$ cat config.mk
export PLATFORM = sky130hd
export DESIGN_NAME = gpu_pwr_seq
export DESIGN_NICKNAME = d
export VERILOG_FILES = /design/src/rtl/pwrseq_pkg.sv /design/src/rtl/pwrseq_fsm.sv /design/src/rtl/pwrseq_regif.sv /design/src/rtl/gpu_pwr_seq.sv
export SDC_FILE = /design/constraint.sdc
export NUM_CORES = 1
export LEC_CHECK = 0
export BUFFER_PORTS_ARGS = -buffer_cell sky130_fd_sc_hd__buf_2
export CORE_MARGIN = 3
export CORE_UTILIZATION = 40
export DETAILED_ROUTE_END_ITERATION = 6
export PLACE_DENSITY = 0.72
export SETUP_SLACK_MARGIN = 0.3
export SLEW_MARGIN = 20
export SYNTH_ARGS = -nofsm -noshare
export SYNTH_HDL_FRONTEND = slang
export SYNTH_SLANG_ARGS = --single-unit
export TNS_END_PERCENT = 5
$ cat constraint.sdc
create_clock -name clk -period 1.8 [get_ports clk]
set_input_delay 0.36 -clock clk [delete_from_list [all_inputs] [get_ports clk]]
set_output_delay 0.36 -clock clk [all_outputs]
set_load 0.02 [all_outputs]
$ cat src/rtl/pwrseq_pkg.sv
package pwrseq_pkg;

  typedef enum logic [3:0] {
    ST_IDLE      = 4'h0,
    ST_ISO_RST   = 4'hA,
    ST_RESETTING = 4'hB,
    ST_ISO_OFF   = 4'hC,
    ST_OFF       = 4'hD
  } seq_state_e;

  localparam int unsigned REG_W      = 32;
  localparam int unsigned B_IRQ      = 31;
  localparam int unsigned B_PWR_DOWN = 30;
  localparam int unsigned B_PWR_UP   = 29;
  localparam int unsigned B_LOCK     = 28;
  localparam int unsigned B_UNLOCK   = 27;
  localparam logic [3:0]  RST_CODE   = 4'h4;

endpackage

$ cat src/rtl/pwrseq_fsm.sv
module pwrseq_fsm
  import pwrseq_pkg::*;
#(
  parameter int unsigned CNT_W       = 16,
  parameter int unsigned ISO_TIMEOUT = 65535,
  parameter int unsigned RST_CYCLES  = 16
) (
  input  logic       clk,
  input  logic       rst,
  input  logic       cmd_rst,
  input  logic       cmd_off,
  input  logic       cmd_on,
  input  logic       iso_ack,
  output seq_state_e state,
  output logic       iso_req,
  output logic       core_rst,
  output logic       power_en,
  output logic       done
);

  localparam logic [CNT_W-1:0] ISO_LAST = CNT_W'(ISO_TIMEOUT - 1);
  localparam logic [CNT_W-1:0] RST_LAST = CNT_W'(RST_CYCLES - 1);

  seq_state_e       st_q, st_d;
  logic [CNT_W-1:0] cnt_q, cnt_d;
  logic             iso_go;

  // one counter serves both as isolation watchdog and reset hold timer
  always_comb begin
    iso_go = iso_ack || (cnt_q == ISO_LAST);
    st_d   = st_q;
    cnt_d  = cnt_q + 1'b1;
    done   = 1'b0;
    case (st_q)
      ST_IDLE: begin
        cnt_d = '0;
        if (cmd_rst)      st_d = ST_ISO_RST;
        else if (cmd_off) st_d = ST_ISO_OFF;
      end
      ST_ISO_RST: if (iso_go) begin
        st_d  = ST_RESETTING;
        cnt_d = '0;
      end
      ST_RESETTING: if (cnt_q == RST_LAST) begin
        st_d  = ST_IDLE;
        cnt_d = '0;
        done  = 1'b1;
      end
      ST_ISO_OFF: if (iso_go) begin
        st_d  = ST_OFF;
        cnt_d = '0;
        done  = 1'b1;
      end
      ST_OFF: begin
        cnt_d = '0;
        if (cmd_on) begin
          st_d = ST_IDLE;
          done = 1'b1;
        end
      end
      default: begin
        st_d  = ST_IDLE;
        cnt_d = '0;
      end
    endcase
  end

  always_ff @(posedge clk) begin
    if (rst) begin
      st_q  <= ST_IDLE;
      cnt_q <= '0;
    end else begin
      st_q  <= st_d;
      cnt_q <= cnt_d;
    end
  end

  assign state    = st_q;
  assign iso_req  = (st_q == ST_ISO_RST) || (st_q == ST_ISO_OFF);
  assign core_rst = (st_q == ST_RESETTING) || (st_q == ST_OFF);
  assign power_en = (st_q != ST_OFF);

  // isolation before reset is entered only from idle
  p_iso_from_idle_r2: assert property (@(posedge clk) disable iff (rst)
    (st_q == ST_ISO_RST && $past(st_q) != ST_ISO_RST) |-> $past(st_q) == ST_IDLE);

  // acknowledge advances the isolating phases
  p_ack_advance_r3: assert property (@(posedge clk) disable iff (rst)
    (st_q == ST_ISO_RST && iso_ack) |=> st_q == ST_RESETTING);
  p_ack_off_r3: assert property (@(posedge clk) disable iff (rst)
    (st_q == ST_ISO_OFF && iso_ack) |=> st_q == ST_OFF);

  // watchdog never overruns its limit while isolating
  p_wdog_bound_r3: assert property (@(posedge clk) disable iff (rst)
    iso_req |-> cnt_q < CNT_W'(ISO_TIMEOUT));

  // reset hold never exceeds its count
  p_rst_bound_r4: assert property (@(posedge clk) disable iff (rst)
    (st_q == ST_RESETTING) |-> cnt_q < CNT_W'(RST_CYCLES));

  // powered-down state is reached only through its isolation phase
  p_off_entry_r5: assert property (@(posedge clk) disable iff (rst)
    (st_q == ST_OFF && $past(st_q) != ST_OFF) |-> $past(st_q) == ST_ISO_OFF);

  // wake command leaves powered-down state
  p_wake_r6: assert property (@(posedge clk) disable iff (rst)
    (st_q == ST_OFF && cmd_on) |=> (st_q == ST_IDLE && power_en && !core_rst));

  // a running reset sequence cannot be diverted to power-down
  p_busy_ignore_r7: assert property (@(posedge clk) disable iff (rst)
    (st_q == ST_ISO_RST) |=> (st_q == ST_ISO_RST || st_q == ST_RESETTING));

endmodule

$ cat src/rtl/pwrseq_regif.sv
module pwrseq_regif
  import pwrseq_pkg::*;
#(
  parameter int unsigned ADDR_W  = 11,
  parameter logic [ADDR_W-1:0] GEN_BASE  = 11'h000,
  parameter logic [ADDR_W-1:0] PRIV_BASE = 11'h400
) (
  input  logic              clk,
  input  logic              rst,
  input  logic [ADDR_W-1:0] reg_addr,
  input  logic              reg_wr,
  input  logic [REG_W-1:0]  reg_wdata,
  output logic [REG_W-1:0]  reg_rdata,
  input  seq_state_e        state,
  input  logic              power_en,
  input  logic              core_rst,
  input  logic              done,
  output logic              cmd_rst,
  output logic              cmd_off,
  output logic              cmd_on
);

  logic       hit_gen, hit_priv, wr_gen, wr_priv, irq_clr;
  logic       irq_q, lock_q;
  logic [3:0] mode_q;

  assign hit_gen  = (reg_addr == GEN_BASE);
  assign hit_priv = (reg_addr == PRIV_BASE);
  assign wr_gen   = reg_wr && hit_gen;
  assign wr_priv  = reg_wr && hit_priv;

  // command pulses live for one cycle; the sequencer decides if they fit
  assign cmd_rst = wr_gen && (reg_wdata[3:0] == RST_CODE);
  assign cmd_off = wr_priv && reg_wdata[B_PWR_DOWN];
  assign cmd_on  = wr_priv && reg_wdata[B_PWR_UP];
  assign irq_clr = (wr_gen || wr_priv) && reg_wdata[B_IRQ];

  always_ff @(posedge clk) begin
    if (rst) begin
      irq_q  <= 1'b0;
      lock_q <= 1'b0;
      mode_q <= '0;
    end else begin
      if (done)         irq_q <= 1'b1;
      else if (irq_clr) irq_q <= 1'b0;
      if (wr_priv) begin
        if (reg_wdata[B_UNLOCK])    lock_q <= 1'b0;
        else if (reg_wdata[B_LOCK]) lock_q <= 1'b1;
        mode_q <= reg_wdata[7:4];
      end
    end
  end

  always_comb begin
    reg_rdata = '0;
    if (hit_gen || hit_priv) begin
      reg_rdata[B_IRQ]  = irq_q;
      reg_rdata[B_LOCK] = lock_q;
      reg_rdata[9]      = power_en;
      reg_rdata[8]      = !core_rst;
      reg_rdata[7:4]    = mode_q;
      reg_rdata[3:0]    = state;
    end
  end

  // finishing a sequence always leaves the flag set
  p_irq_set_r9: assert property (@(posedge clk) disable iff (rst)
    done |=> irq_q);

  // a lone clear drops the flag
  p_irq_clr_r9: assert property (@(posedge clk) disable iff (rst)
    (irq_clr && !done) |=> !irq_q);

  // general-window writes leave lock and mode untouched
  p_gen_no_lock_r10: assert property (@(posedge clk) disable iff (rst)
    (wr_gen && !wr_priv) |=> ($stable(lock_q) && $stable(mode_q)));

endmodule

$ cat src/rtl/gpu_pwr_seq.sv
module gpu_pwr_seq
  import pwrseq_pkg::*;
#(
  parameter int unsigned ADDR_W      = 11,
  parameter int unsigned CNT_W       = 16,
  parameter int unsigned ISO_TIMEOUT = 65535,
  parameter int unsigned RST_CYCLES  = 16
) (
  input  logic              clk,
  input  logic              rst,
  input  logic [ADDR_W-1:0] reg_addr,
  input  logic              reg_wr,
  input  logic [31:0]       reg_wdata,
  output logic [31:0]       reg_rdata,
  input  logic              iso_ack,
  output logic              iso_req,
  output logic              core_rst,
  output logic              power_en
);

  seq_state_e state;
  logic       cmd_rst, cmd_off, cmd_on, done;

  pwrseq_regif #(
    .ADDR_W    (ADDR_W),
    .GEN_BASE  (ADDR_W'(11'h000)),
    .PRIV_BASE (ADDR_W'(11'h400))
  ) u_regif (
    .clk       (clk),
    .rst       (rst),
    .reg_addr  (reg_addr),
    .reg_wr    (reg_wr),
    .reg_wdata (reg_wdata),
    .reg_rdata (reg_rdata),
    .state     (state),
    .power_en  (power_en),
    .core_rst  (core_rst),
    .done      (done),
    .cmd_rst   (cmd_rst),
    .cmd_off   (cmd_off),
    .cmd_on    (cmd_on)
  );

  pwrseq_fsm #(
    .CNT_W       (CNT_W),
    .ISO_TIMEOUT (ISO_TIMEOUT),
    .RST_CYCLES  (RST_CYCLES)
  ) u_fsm (
    .clk      (clk),
    .rst      (rst),
    .cmd_rst  (cmd_rst),
    .cmd_off  (cmd_off),
    .cmd_on   (cmd_on),
    .iso_ack  (iso_ack),
    .state    (state),
    .iso_req  (iso_req),
    .core_rst (core_rst),
    .power_en (power_en),
    .done     (done)
  );

endmodule

# Yosys cells after proc, flatten, opt, wreduce, memory -nomap -nowiden
# Cells that the tools add are included.
[word_totals]
register_bits = 26
input_bits = 47
out_inout_bits = 35
wordCells = 60
[classes]
add_sub_neg = 1
n_eq_ne = 14
muxes = 21
n_reduce_logical = 19
[ops]
columns = ["cell", "n"]
rows = [
  ["$mux 16", 2],
  ["$pmux 16 s2", 1],
  ["$mux 4", 6],
  ["$pmux 4 s5", 1],
  ["$add 16x1->16 const B", 1],
  ["$eq 16x16->1 const B", 1],
  ["$eq 16x4->1 const B", 1],
  ["$eq 4x4->1 const B", 4],
  ["$eq 11x11->1 const B", 1],
  ["$logic_not 11->1", 1],
  ["$mux 10", 1],
  ["$mux 1", 9],
  ["$logic_and 1x1->1", 6],
  ["$ne 2x1->1 const B", 3],
  ["$logic_or 1x1->1", 5],
  ["$reduce_and 5->1", 1],
  ["$eq 4x3->1 const B", 1],
  ["$logic_not 4->1", 1],
  ["$ne 4x4->1 const B", 1],
  ["$reduce_bool 2->1", 2],
  ["$ne 3x3->1 const B", 1],
  ["$pmux 1 s3", 1],
  ["$ne 2x2->1 const B", 1],
  ["$reduce_and 2->1", 1],
  ["2 further kinds", 2],
]

# Depth between registers and ports, before layout
[logic_depth]
ltp_word = 6
depth_mapped = 8

# Hierarchy
# Synthesis repeated with hierarchy kept, for this count alone.
[unflattened]
hier_cells = 191
hier_area_um2 = 1625.3
[by_module_without_submodules]
columns = ["mod", "n_inst", "cells_each", "area_per_inst_um2"]
rows = [
  ["pwrseq_fsm", 1, 127, 1083.5],
  ["pwrseq_regif", 1, 64, 541.8],
]

# Worst setup path before layout
# No wires, ideal clock.
[synth_path]
path_kind = "flip-flop to flip-flop"
start = "register u_fsm.st_q[2] (netlist: u_fsm.state[2])"
end = "register u_fsm.st_q[1] (netlist: u_fsm.state[1])"
arrival_time_ns = 1.719
setup_slack_ns = -0.042
stages_incl_launch_ff = 6
path_cell_list = "dfxtp_1 -> xnor2_1 -> nor3b_2 -> nor3b_1 -> nand3b_1 -> mux2_1"
[synth_via]
elab_chain_cells = 3
[synth_lines]
columns = ["item", "line", "text"]
rows = [
  ["start: declaration", "pwrseq_fsm.sv:24", "seq_state_e st_q, st_d;"],
  ["start signal: assignment", "pwrseq_fsm.sv:73", "st_q <= st_d;"],
  ["$eq 4x4->1 or $logic_not 4->1 (tied branches)", "pwrseq_fsm.sv:34", "case (st_q)"],
  ["$ne 2x1->1 (no line) (tied with other cells)", "-", ""],
  ["$reduce_and 5->1 (no line)", "-", ""],
]
# Several ways; a longest one is shown, not always the timed one.
# A chain may end at the register's enable or synchronous reset.

# Final worst setup path
[layout_path]
start = "input reg_addr[6]"
end = "output reg_rdata[2]"
[layout_via]
elab_chain_cells = 3
[layout_lines]
columns = ["item", "line", "text"]
rows = [
  ["start: declaration", "gpu_pwr_seq.sv:11", "input logic [ADDR_W-1:0] reg_addr,"],
  ["$eq 11x11->1 or $logic_not 11->1 (tied branches)", "pwrseq_regif.sv:28, pwrseq_regif.sv:27", ""],
  ["$logic_or 1x1->1 (*)", "pwrseq_regif.sv:56", "if (hit_gen || hit_priv) begin"],
  ["$mux 10 (*)", "pwrseq_regif.sv:56", ""],
  ["end: declaration", "gpu_pwr_seq.sv:14", "output logic [31:0] reg_rdata,"],
]
# Every way passes the cells marked *; elsewhere a longest branch is shown, timed or not.

==> results.tsv <==
stage	metric	value	unit
outcome	run status	completed	
placed_design	placed cell areas	1960	um2
clock_network	CTS tree	built	
sta	Final min period	1780	ps
floorplanning	Ports	82	
synthesis	Synth area leader	dfxtp_1	
critical_path	Worst R2R Setup Slack	90	ps
sta	unrepaired setup endpoints after global routing	true	
sta	Final period util	99.1	%
routing	DRT Pass-1 Iters	4	
critical_path	Critical Path AT	1420	ps
power_and_ir_drop	leak pwr	0.000961	uW
synthesis	Synth Register Bits	26	
critical_path	crit-path cells	buf_6 -> nor4_4 -> buf_4 -> nand3_1 -> nor2_1 -> buf_2	
critical_path	Crit Path Class	input pin to output pin	
clock_network	clock tree buffer depth	2	
critical_path	CP startpoint	reg_addr[6]	
routing	post-route ant nets	0	
floorplanning	Initial Utilization	43.6	%
synthesis	EDFF count, synth	0	
critical_path	Worst path slowest cell	nor4_4	
clock_network	CTS Buf Count	3	
sta	Final Hold Viols	0	
layout	Layout fillers	285	
floorplanning	core box area	3520	um2
synthesis	asr flop ratio synth	0	%
floorplanning	num rows	21	
grt	first-pass GRT wire length	6.64	mm
flow_run	Max Cap Viol	0	
routing	DR vias/cell	5.19	
synthesis	synthesized instance count	186	
floorplanning	die width	68.0	um
power_and_ir_drop	Power Density	569	nW/um2
synthesis	Post-Syn Area	1540	um2
synthesis	synth cell count leaders	nor2_1, dfxtp_1, buf_4	
floorplanning	die footprint	4620	um2
synthesis	top cells by area, synth	dfxtp_1, buf_4, nor2_1	
grt	vias in the first global route	1453	
critical_path	Max FO, Critical Path	4	
clock_network	clock root cell	clkbuf_8	
routing	1st-iter DRT viols	106	
floorplanning	Die Ht	68.0	um
power_and_ir_drop	maximum VDD drop	304	uV
sta	final setup TNS	0	ps
grt	pin count of the biggest net entering global routing	17	
layout	cell area after layout	2400	um2
sta	Final Skew	2.96	ps
placed_design	DP Worst Slack	-163	ps
synthesis	mean area per synthesized cell	8.26	um2
grt	initial antenna violation count	0	
layout	Core Util, Final	68.2	%
grt	Total GRT Usage	18.7	%
clock_network	Post-CTS Hold Buffers	0	
synthesis	Syn. warnings	0	
synthesis	post-synthesis cell type count	39	
sta	max frequency	561	MHz
clock_network	clock sink count	26	
critical_path	Worst Setup Start Kind	input pin	
routing	Detailed Route WL	4.38	mm
synthesis	Synth top area share	33.9	%
sta	Final Max Slew Viols	0	
synthesis	top-count cell post-synth	nor2_1	
critical_path	Critical Path End Type	output pin	
layout	Area Overhead vs Synth	56.4	%
worst_hold_path	Hold Crit Class	input pin to flop	
critical_path	crit-path max cell delay	300	ps
placed_design	number of port buffers	42	
grt	total grt overflow	0	
clock_network	Clock Latency Late Sink	280	ps
sta	worst setup slack after layout	16.7	ps
layout	ratio of cells with drive above 1 in the final layout	52.4	%
layout	fin nets	304	
layout	antenna cells	0	
placed_design	post-DP HPWL	2.81	mm
critical_path	Worst R2R Start	u_fsm.cnt_q[8]$_SDFF_PP0_	
routing	drt drc	0	
critical_path	CP Data Required Time	1440	ps
placed_design	RD Place Congestion	0.808	
sta	Final setup violation count	0	
clock_network	H-tree depth	1	
synthesis	prevailing post-synth register cell	dfxtp_1	
worst_hold_path	min-delay src	reg_wdata[27]	
synthesis	sequential share of the synthesized area	33.9	%
routing	Avg WL per Cell	14.6	um
clock_network	clock-pin transition on the worst setup and hold timing paths	90	ps
routing	Vias	1557	
-- timing repair --
action,in CTS,in global routing
gates resized for setup,36,57
endpoints found under the setup margin,38,41
pin swaps,5,24
cloned,1,1
setup buffers,1,3
-- stage by stage --
step | std cells | total power, uW | hold WS (ps)
floorplan | 205 | 797 | 438
global route | 300 | 1430 | 268
finish | 300 | 1370 | 260
detailed placement | 290 | 856 | 464
global placement | 290 | 852 | 454
CTS | 296 | 1360 | 261
-- sequential cells by signal (all words and copies together) (netlist names) --
register / cells
u_fsm.state: 4
u_regif.mode_q: 4
u_regif.lock_q: 1
u_fsm.cnt_q: 16
u_regif.irq_q: 1
-- worst max-delay path, delay by kind of cell --
family        cells  cell delay (ps)
buf+inv           3              470
simple gates      3              600
-- path summary, 6_finish.rpt --
| check | end | cells after the start |
|---|---|---|
| worst min register to register | u_fsm.cnt_q[0]$_SDFF_PP0_ | 1 |
| worst max-delay path | reg_rdata[2] | 6 |
| worst max register to register | u_fsm.cnt_q[13]$_SDFF_PP0_ | 9 |
| worst min-delay path | u_regif.lock_q$_SDFFE_PP0P_ | 2 |
-- cells by family (layout without fill, tap and decap cells) --
group / count (synthesis) / count (layout) / share of synthesized area, %
compound gates: 18 / 18 / 7.49
xor+xnor: 15 / 15 / 8.55
fa+ha+maj: 2 / 2 / 1.63
buf+inv: 31 / 79 / 12.5
flops: 26 / 26 / 33.9
mux: 5 / 5 / 3.34
other cells: 1 / 20 / 0.244
simple gates: 88 / 89 / 32.3
-- report_power, final --
group | total [uW] | internal [uW] | switching (uW)
Combinational | 249 | 115 | 134
Sequential | 625 | 592 | 33.0
Clock | 494 | 298 | 196
Total | 1370 | 1010 | 362
-- layout by cell type (no fill, tap or decap), types with 2 or more instances in the layout --
cell type and instances:
a21oi_1 5, and2_1 3, and2_4 6, and3_1 2
and3_4 3, and4_1 3, buf_2 29, buf_4 28
buf_6 11, clkbuf_8 3, conb_1 20, dfxtp_1 12
dfxtp_2 8, dfxtp_4 6, inv_1 3, inv_2 2
mux2i_1 4, nand2_1 6, nand2_2 2, nand3_1 6
nand4_1 10, nor2_1 14, nor2_4 13, nor2b_1 2
nor3b_4 3, nor4_2 4, nor4_4 3, o21ai_0 3
xnor2_1 4, xor2_1 10
-- routing by layer --
layer  global-route usage (%)  up-vias  wire, um
li1                         -      750         -
met1                     23.9      746      1820
met2                     31.6       52      2290
met3                     1.64        9       173
met5                        0        -         0
met4                     8.68        0       105
-- area by class of cell --
| cell class | instances | area (um2) | share of cell area (%) |
|---|---|---|---|
| Clock buffer | 3 | 41.3 | 1.72 |
| Multi-Input combinational cell | 149 | 1180 | 49.0 |
| Timing Repair Buffer | 70 | 524 | 21.8 |
| Clock inverter | 1 | 30.0 | 1.25 |
| Inverter | 5 | 18.8 | 0.781 |
| Tap cell | 46 | 57.6 | 2.40 |
| Sequential cell | 26 | 553 | 23.0 |
No activity file was read; power rests on OpenSTA's default activity.
